## src/rtl/codec_power_pkg.sv

```systemverilog
package codec_power_pkg;
  typedef enum logic [2:0] {
    ST_RESET   = 3'd0,
    ST_SETTLE  = 3'd1,
    ST_STANDBY = 3'd2,
    ST_GUARD   = 3'd3,
    ST_READY   = 3'd4,
    ST_FROZEN  = 3'd5
  } cps_state_e;
endpackage

```

## src/rtl/cps_width_filter.sv

```systemverilog
module cps_width_filter #(
  parameter int MIN_CYC = 4
) (
  input  logic clk_i,
  input  logic rst_ni,
  input  logic req_i,
  input  logic en_i,
  output logic hit_o
);
  localparam int CW = $clog2(MIN_CYC + 1);
  logic [CW-1:0] cnt_q;
  logic          live;

  assign live  = req_i && en_i;
  assign hit_o = live && (cnt_q == CW'(MIN_CYC - 1));

  always_ff @(posedge clk_i or negedge rst_ni) begin
    if (!rst_ni)                     cnt_q <= '0;
    else if (!live)                  cnt_q <= '0;
    else if (cnt_q != CW'(MIN_CYC))  cnt_q <= cnt_q + 1'b1;
  end
endmodule

```

## src/rtl/cps_settle_timer.sv

```systemverilog
module cps_settle_timer #(
  parameter int SETTLE_CYC = 5000
) (
  input  logic clk_i,
  input  logic rst_ni,
  input  logic en_i,
  output logic settled_o
);
  localparam int SW = $clog2(SETTLE_CYC + 1);
  logic [SW-1:0] cnt_q;

  assign settled_o = (cnt_q == SW'(SETTLE_CYC));

  always_ff @(posedge clk_i or negedge rst_ni) begin
    if (!rst_ni)         cnt_q <= '0;
    else if (!en_i)      cnt_q <= '0;
    else if (!settled_o) cnt_q <= cnt_q + 1'b1;
  end
endmodule

```

## src/rtl/cps_fsm.sv

```systemverilog
module cps_fsm
  import codec_power_pkg::*;
#(
  parameter int GUARD_CYC = 4
) (
  input  logic       clk_i,
  input  logic       rst_ni,
  input  logic       hit_i,
  input  logic       settled_i,
  input  logic       core_reset_i,
  input  logic       standby_i,
  input  logic       freeze_i,
  input  logic       reg_access_i,
  input  logic       reg_write_i,
  input  logic       mode_sel_i,
  input  logic       end_evt_i,
  input  logic       viol_clr_i,
  output cps_state_e state_o,
  output logic       end_o,
  output logic       comp_o,
  output logic       viol_o
);
  localparam int GW = $clog2(GUARD_CYC + 1);

  cps_state_e    st_q, st_d, ret_q, ret_d;
  logic [GW-1:0] g_q, g_d;
  logic          end_q, end_d, comp_q, comp_d, viol_q, viol_d;
  logic          bad_sb, wr_ok;

  assign wr_ok = (st_q == ST_READY) && reg_access_i && reg_write_i;

  always_comb begin
    st_d   = st_q;
    ret_d  = ret_q;
    g_d    = g_q;
    end_d  = end_q;
    comp_d = comp_q;
    viol_d = viol_q;
    bad_sb = 1'b0;
    if (hit_i) begin
      st_d   = ST_RESET;
      end_d  = 1'b1;
      comp_d = 1'b1;
      viol_d = 1'b0;
      g_d    = '0;
    end else begin
      case (st_q)
        ST_RESET:  if (!core_reset_i) st_d = ST_SETTLE;
        ST_FROZEN: if (!freeze_i) st_d = ret_q;
        default: begin
          if (freeze_i) begin
            ret_d = st_q;
            st_d  = ST_FROZEN;
          end else if (st_q == ST_SETTLE) begin
            if (settled_i) begin
              if (standby_i) st_d = ST_STANDBY;
              else begin
                st_d = ST_GUARD;
                g_d  = GW'(1);
              end
            end
          end else if (!settled_i) begin
            st_d = ST_SETTLE;
          end else if (st_q == ST_STANDBY) begin
            if (!standby_i) begin
              st_d = ST_GUARD;
              g_d  = GW'(1);
            end
          end else if (st_q == ST_GUARD) begin
            if (standby_i)                   st_d = ST_STANDBY;
            else if (g_q == GW'(GUARD_CYC - 1)) st_d = ST_READY;
            else                              g_d  = g_q + 1'b1;
          end else if (standby_i) begin
            st_d   = ST_STANDBY;
            bad_sb = !end_q;
          end
        end
      endcase
      if (wr_ok) begin
        end_d  = 1'b0;
        comp_d = mode_sel_i;
      end
      if (end_evt_i && st_q != ST_FROZEN) end_d = 1'b1;
      // set beats clear
      if ((reg_access_i && st_q != ST_READY) || bad_sb) viol_d = 1'b1;
      else if (viol_clr_i)                               viol_d = 1'b0;
    end
  end

  always_ff @(posedge clk_i or negedge rst_ni) begin
    if (!rst_ni) begin
      st_q   <= ST_RESET;
      ret_q  <= ST_SETTLE;
      g_q    <= '0;
      end_q  <= 1'b1;
      comp_q <= 1'b1;
      viol_q <= 1'b0;
    end else begin
      st_q   <= st_d;
      ret_q  <= ret_d;
      g_q    <= g_d;
      end_q  <= end_d;
      comp_q <= comp_d;
      viol_q <= viol_d;
    end
  end

  assign state_o = st_q;
  assign end_o   = end_q;
  assign comp_o  = comp_q;
  assign viol_o  = viol_q;
endmodule

```

## src/rtl/codec_power_seq.sv

```systemverilog
module codec_power_seq
  import codec_power_pkg::*;
#(
  parameter int RESET_MIN  = 4,
  parameter int SETTLE_CYC = 5000,
  parameter int GUARD_CYC  = 4
) (
  input  logic       clk_i,
  input  logic       rst_ni,
  input  logic       core_reset_i,
  input  logic       clk_en_i,
  input  logic       standby_i,
  input  logic       freeze_i,
  input  logic       hiz_i,
  input  logic       reg_access_i,
  input  logic       reg_write_i,
  input  logic       mode_sel_i,
  input  logic       end_evt_i,
  input  logic       viol_clr_i,
  output logic [2:0] state_o,
  output logic       ready_o,
  output logic       access_ok_o,
  output logic       end_o,
  output logic       stop_o,
  output logic       comp_mode_o,
  output logic       bus_float_o,
  output logic       ctrl_hiz_o,
  output logic       viol_o
);
  logic       hit, settled;
  cps_state_e st;

  cps_width_filter #(.MIN_CYC(RESET_MIN)) i_rst_filt (
    .clk_i (clk_i), .rst_ni(rst_ni), .req_i(core_reset_i), .en_i(clk_en_i), .hit_o(hit)
  );

  cps_settle_timer #(.SETTLE_CYC(SETTLE_CYC)) i_settle (
    .clk_i(clk_i), .rst_ni(rst_ni), .en_i(clk_en_i), .settled_o(settled)
  );

  cps_fsm #(.GUARD_CYC(GUARD_CYC)) i_fsm (
    .clk_i       (clk_i),
    .rst_ni      (rst_ni),
    .hit_i       (hit),
    .settled_i   (settled),
    .core_reset_i(core_reset_i),
    .standby_i   (standby_i),
    .freeze_i    (freeze_i),
    .reg_access_i(reg_access_i),
    .reg_write_i (reg_write_i),
    .mode_sel_i  (mode_sel_i),
    .end_evt_i   (end_evt_i),
    .viol_clr_i  (viol_clr_i),
    .state_o     (st),
    .end_o       (end_o),
    .comp_o      (comp_mode_o),
    .viol_o      (viol_o)
  );

  assign state_o     = st;
  assign ready_o     = (st == ST_READY);
  assign access_ok_o = ready_o;
  assign stop_o      = !ready_o;
  assign bus_float_o = (st == ST_FROZEN);
  assign ctrl_hiz_o  = hiz_i && core_reset_i;
endmodule

```

## config.mk

```make
export PLATFORM = sky130hd
export DESIGN_NAME = codec_power_seq
export DESIGN_NICKNAME = d
export VERILOG_FILES = /design/src/rtl/codec_power_pkg.sv /design/src/rtl/cps_width_filter.sv /design/src/rtl/cps_settle_timer.sv /design/src/rtl/cps_fsm.sv /design/src/rtl/codec_power_seq.sv
export SDC_FILE = /design/constraint.sdc
export NUM_CORES = 1
export LEC_CHECK = 0
export BUFFER_PORTS_ARGS = -buffer_cell sky130_fd_sc_hd__buf_2
export CAP_MARGIN = 20
export CELL_PAD_IN_SITES_DETAIL_PLACEMENT = 1
export CELL_PAD_IN_SITES_GLOBAL_PLACEMENT = 1
export CORE_ASPECT_RATIO = 1.2
export CORE_MARGIN = 3
export CORE_UTILIZATION = 39
export DETAILED_ROUTE_END_ITERATION = 12
export PLACE_DENSITY = 0.85
export SYNTH_ARGS = -nofsm -noshare
export SYNTH_HDL_FRONTEND = slang
export SYNTH_HIERARCHICAL = 1
export SYNTH_SLANG_ARGS = --single-unit
```

## constraint.sdc

```tcl
create_clock -name clk_i -period 2.5 [get_ports clk_i]
set_input_delay 0.25 -clock clk_i [delete_from_list [all_inputs] [get_ports clk_i]]
set_output_delay 0.25 -clock clk_i [all_outputs]
set_load 0.03 [all_outputs]
```

==> results.md <==
- Wire length of the first global-routing pass: 7600 um
- Switching share of power: 38.7%
- Upper clock frequency limit: 423 MHz
- Dominant cells by area after synthesis: sky130_fd_sc_hd__dfrtp_1, sky130_fd_sc_hd__ha_1, sky130_fd_sc_hd__a21oi_1
- Starting Density: 40.9%
- Final hold slack: -0.00910 ns
- Proportion of synthesized chip area in sequential cells: 40.2%
- Slew Limit Fails: 0
- Net load switching power: 0.632 mW
- Clock latency of the later-clocked register in the worst-skew pair: 0.28 ns
- Total internal power: 1.00 mW
- Sink Count: 28
- Horizontal die dimension: 67.2 um
- Portion of synthesized cell area occupied by the leading cell type: 35.7%
- Gate family responsible for the most delay along the worst path: simple AND/OR/NAND/NOR gates
- Number of antenna-violating nets in the routed design: 0
- Net count after synthesis: 213
- Number of top-level design ports: 23
- Run status: finished with violations
- Synth async-reset ratio: 100%
- Critical path arrival: 2.53 ns
- Placed Area: 1930 sq um
- Diode count: 0
- Top FF cell, synth: sky130_fd_sc_hd__dfrtp_1
- Post-synthesis mux area share: 1.71%
- Share of total power in sequential cells: 39.4%
- TritonCTS clock tree: yes
- R2R Setup Slk: 0.14 ns
- Post-detailed-route DRC marker count: 0
- Row count: 26
- Post-layout power: 1.64 mW
- WL final: 4360 um
- Fin cells: 275
- Violated checks: negative hold slack
- Hold_buf cts: 0
- Worst-case clock buffer depth: 2
- Main combinational cell family by area after synthesis: simple AND/OR/NAND/NOR gates
- Crit Path Max Fanout: 5
- Aggregate negative setup slack: 0 ns
- Portion of total power attributed to combinational logic: 38.5%
- Post-Synth XOR/XNOR Area: 0.999%
- First-pass DRT Iterations: 4
- Required time of the critical path: 2.67 ns
- Count of port buffers added during placement: 22
- Total instance count after detailed placement: 269
- Total non-filler cell area in the finished layout: 2030 sq um
- Post-Syn Area per Cell: 9.04 sq um
- Count of endpoints failing setup in the final report: 0
- Total congestion overflow after global routing: 0
- Critical path startpoint category: register
- Area of the mapped netlist: 1750 sq um
- Number of max-capacitance violations reported: 0
- Min Tclk post-route: 2.36 ns
- CTS HTree Levels: 1
- Initial drt markers: 132
- Final number of hold-violating endpoints: 15
- Worst Path Buf+Inv: 1
- Fraction of the cycle the final worst path needs: 94.6%
- Post-synthesis share of cell area spent on full adders, half adders and majority gates: 4.99%
- Buffer type at the clock tree root: sky130_fd_sc_hd__clkbuf_8
- Full die area: 5340 sq um
- CP startpoint: i_settle/cnt_q[6]$_DFFE_PN0P_
- Average vias per placed instance: 5.58
- Floorplan Core Area: 4290 sq um
- Chip Height: 79.5 um
- Number of antenna violations at the first check in global routing: 0
- Worst min-delay path category: primary input to async pin
- Post-Syn Instances: 194
- Vias in the first global route: 1635
- Number of storage elements in the synthesis netlist: 28
- Compound-Gate Fraction of Synth Area: 20.2%
- Post-detail-place hpwl: 3100 um
- Simple-gate area share of the yosys netlist: 26.1%
- Pin count of the biggest net entering global routing: 29
- Detailed-route via count: 1534
- Global placer's final weighted congestion: 0.806
- YS warnings: 6
- Clock-pin slew on the worst setup and hold paths: 0.11 ns
- Cell Chain, Critical Path: or3b_2 -> nor4_4 -> buf_4 -> o2111ai_1 -> a211oi_4 -> nor3_1 -> o32a_1
- Cell type contributing the most total cell area after synthesis: sky130_fd_sc_hd__dfrtp_1
- Total CTS buffers: 3
- Leakage dissipation: 0.849 nW
- Clock network fraction of design power: 22.1%
- Final clock skew: 0.0131 ns
- Peak supply drop: 0.272 mV
- Setup crit end kind: register
- Category of the most critical setup path: register to register
- All-layer global routing usage: 18.2%
- Slowest stage cell on the critical path: sky130_fd_sc_hd__or3b_2
- Synth-to-Final Area Change: 15.5%
- Proportion of layout cells with a drive suffix above 1: 21.9%
- Transition time at the pin with the least slew margin: 0.701 ns
- Number of enable flip-flop cells after synthesis: 0
- Max-Slew Margin vs Limit: 53.3%
- Pwr dens: 807 nW/um^2
- Number of nets in the final layout: 239
- Post-synth cell types: 52
- Wire length per cell: 15.9 um
- Worst reg2reg startpoint: i_settle/cnt_q[6]$_DFFE_PN0P_
- Worst path max stage delay: 0.52 ns
-- worst register-to-register path: cells and delay by family, from the launching register on --
family                 cells  cell delay (ns)
buffers and inverters      1             0.18
DFF                        1             0.42
AOI/OAI and AO/OA          3             0.70
and+or+nand+nor            3             0.94
-- cells in the mapped netlist (all sizes together), types with 2 or more instances --
master  count
a211o       2
dfstp       3
or3b        2
buf         6
clkbuf      3
nor2b       7
dfrtp      25
nor3        3
ha          7
and2        2
a22o        2
nand3       8
o21ai      12
or4         5
o32a        2
nor4        3
a21oi      18
nand2b      3
a22oi       2
nor2       12
mux2i       3
nand2      19
nand4       4
inv        14
a211oi      2
a31oi       2
or3         4
o31ai       4
-- through the flow --
| step | utilization [%] | worst slack [ns] |
|---|---|---|
| floorplan | - | 0.0169 |
| detailed placement | 45.0 | 0.0494 |
| CTS | 46.7 | 0.0331 |
| global placement | 45.0 | 0.150 |
| finish | 47.2 | 0.136 |
| global route | 47.2 | -0.00933 |
-- timing repair --
action	CTS	global route
gates resized for setup	0	2
setup buffers	0	2
endpoints found under the setup margin	0	6
-- per-layer routing --
metal / GRT usage [%] / up-vias / part of all wire [%]
li1: - / 748 / -
met3: 2.54 / 8 / 2.2
met4: 6.09 / 0 / 1.6
met2: 32.2 / 21 / 53
met1: 22.1 / 757 / 43
met5: 0 / - / 0
-- registers in the layout (all words and copies together), names as in the netlist --
register          flops
i_fsm/comp_o          1
i_fsm/g_q             3
i_fsm/state_o         3
i_fsm/ret_q           3
i_fsm/viol_o          1
i_fsm/end_o           1
i_settle/cnt_q       13
i_rst_filt/cnt_q      3
-- power by group through the flow --
| stage | Sequential [mW] | Clock (mW) | Combinational [mW] |
|---|---|---|---|
| detailed placement | 0.651 | 0 | 0.610 |
| global placement | 0.650 | 0 | 0.592 |
| floorplan | 0.658 | 0 | 0.436 |
| global route | 0.662 | 0.391 | 0.694 |
| finish | 0.645 | 0.361 | 0.629 |
| CTS | 0.644 | 0.371 | 0.613 |
-- path summary, 6_finish.rpt --
kind                                                  endpoint  cells after the start
worst max-delay path              i_fsm/state_o[2]$_DFFE_PN0P_                      7
worst min-delay path                  i_fsm/viol_o$_DFFE_PN0P_                      1
worst max register to register    i_fsm/state_o[2]$_DFFE_PN0P_                      7
worst min register to register      i_fsm/ret_q[1]$_DFFE_PN0P_                      1
max in group asynchronous       i_settle/cnt_q[11]$_DFFE_PN0P_                      1
min in group clk_i                     i_fsm/end_o$_DFFE_PN1P_                      2
-- logic make-up (layout without fill, tap and decap cells) --
logic type,count (synthesis),in the layout
xor+xnor,2,2
mux,3,3
flops,28,28
compound gates,53,53
buf+inv,24,49
simple gates,77,77
fa+ha+maj,7,7
-- area by class of cell --
class | instances | area [sq um]
repair buffers | 30 | 170
inverters | 15 | 56.3
fillers | 523 | 2270
multi-input cells | 142 | 953
clock inverters | 1 | 30.0
clock buffers | 3 | 41.3
well taps | 56 | 70.1
flip-flops and latches | 28 | 704
-- placed cells by master (no fill, tap or decap), types with 4 or more instances in the layout --
cell type                 count
sky130_fd_sc_hd__ha_1         7
sky130_fd_sc_hd__nand4_1      4
sky130_fd_sc_hd__nand3_1      8
sky130_fd_sc_hd__dfrtp_1     25
sky130_fd_sc_hd__nor2_1      12
sky130_fd_sc_hd__a21oi_1     17
sky130_fd_sc_hd__o31ai_1      4
sky130_fd_sc_hd__buf_2       22
sky130_fd_sc_hd__buf_4        8
sky130_fd_sc_hd__o21ai_0     11
sky130_fd_sc_hd__inv_1       14
sky130_fd_sc_hd__nor2b_1      7
sky130_fd_sc_hd__nand2_1     19
Note: power is estimated with default switching activity, not from simulation.
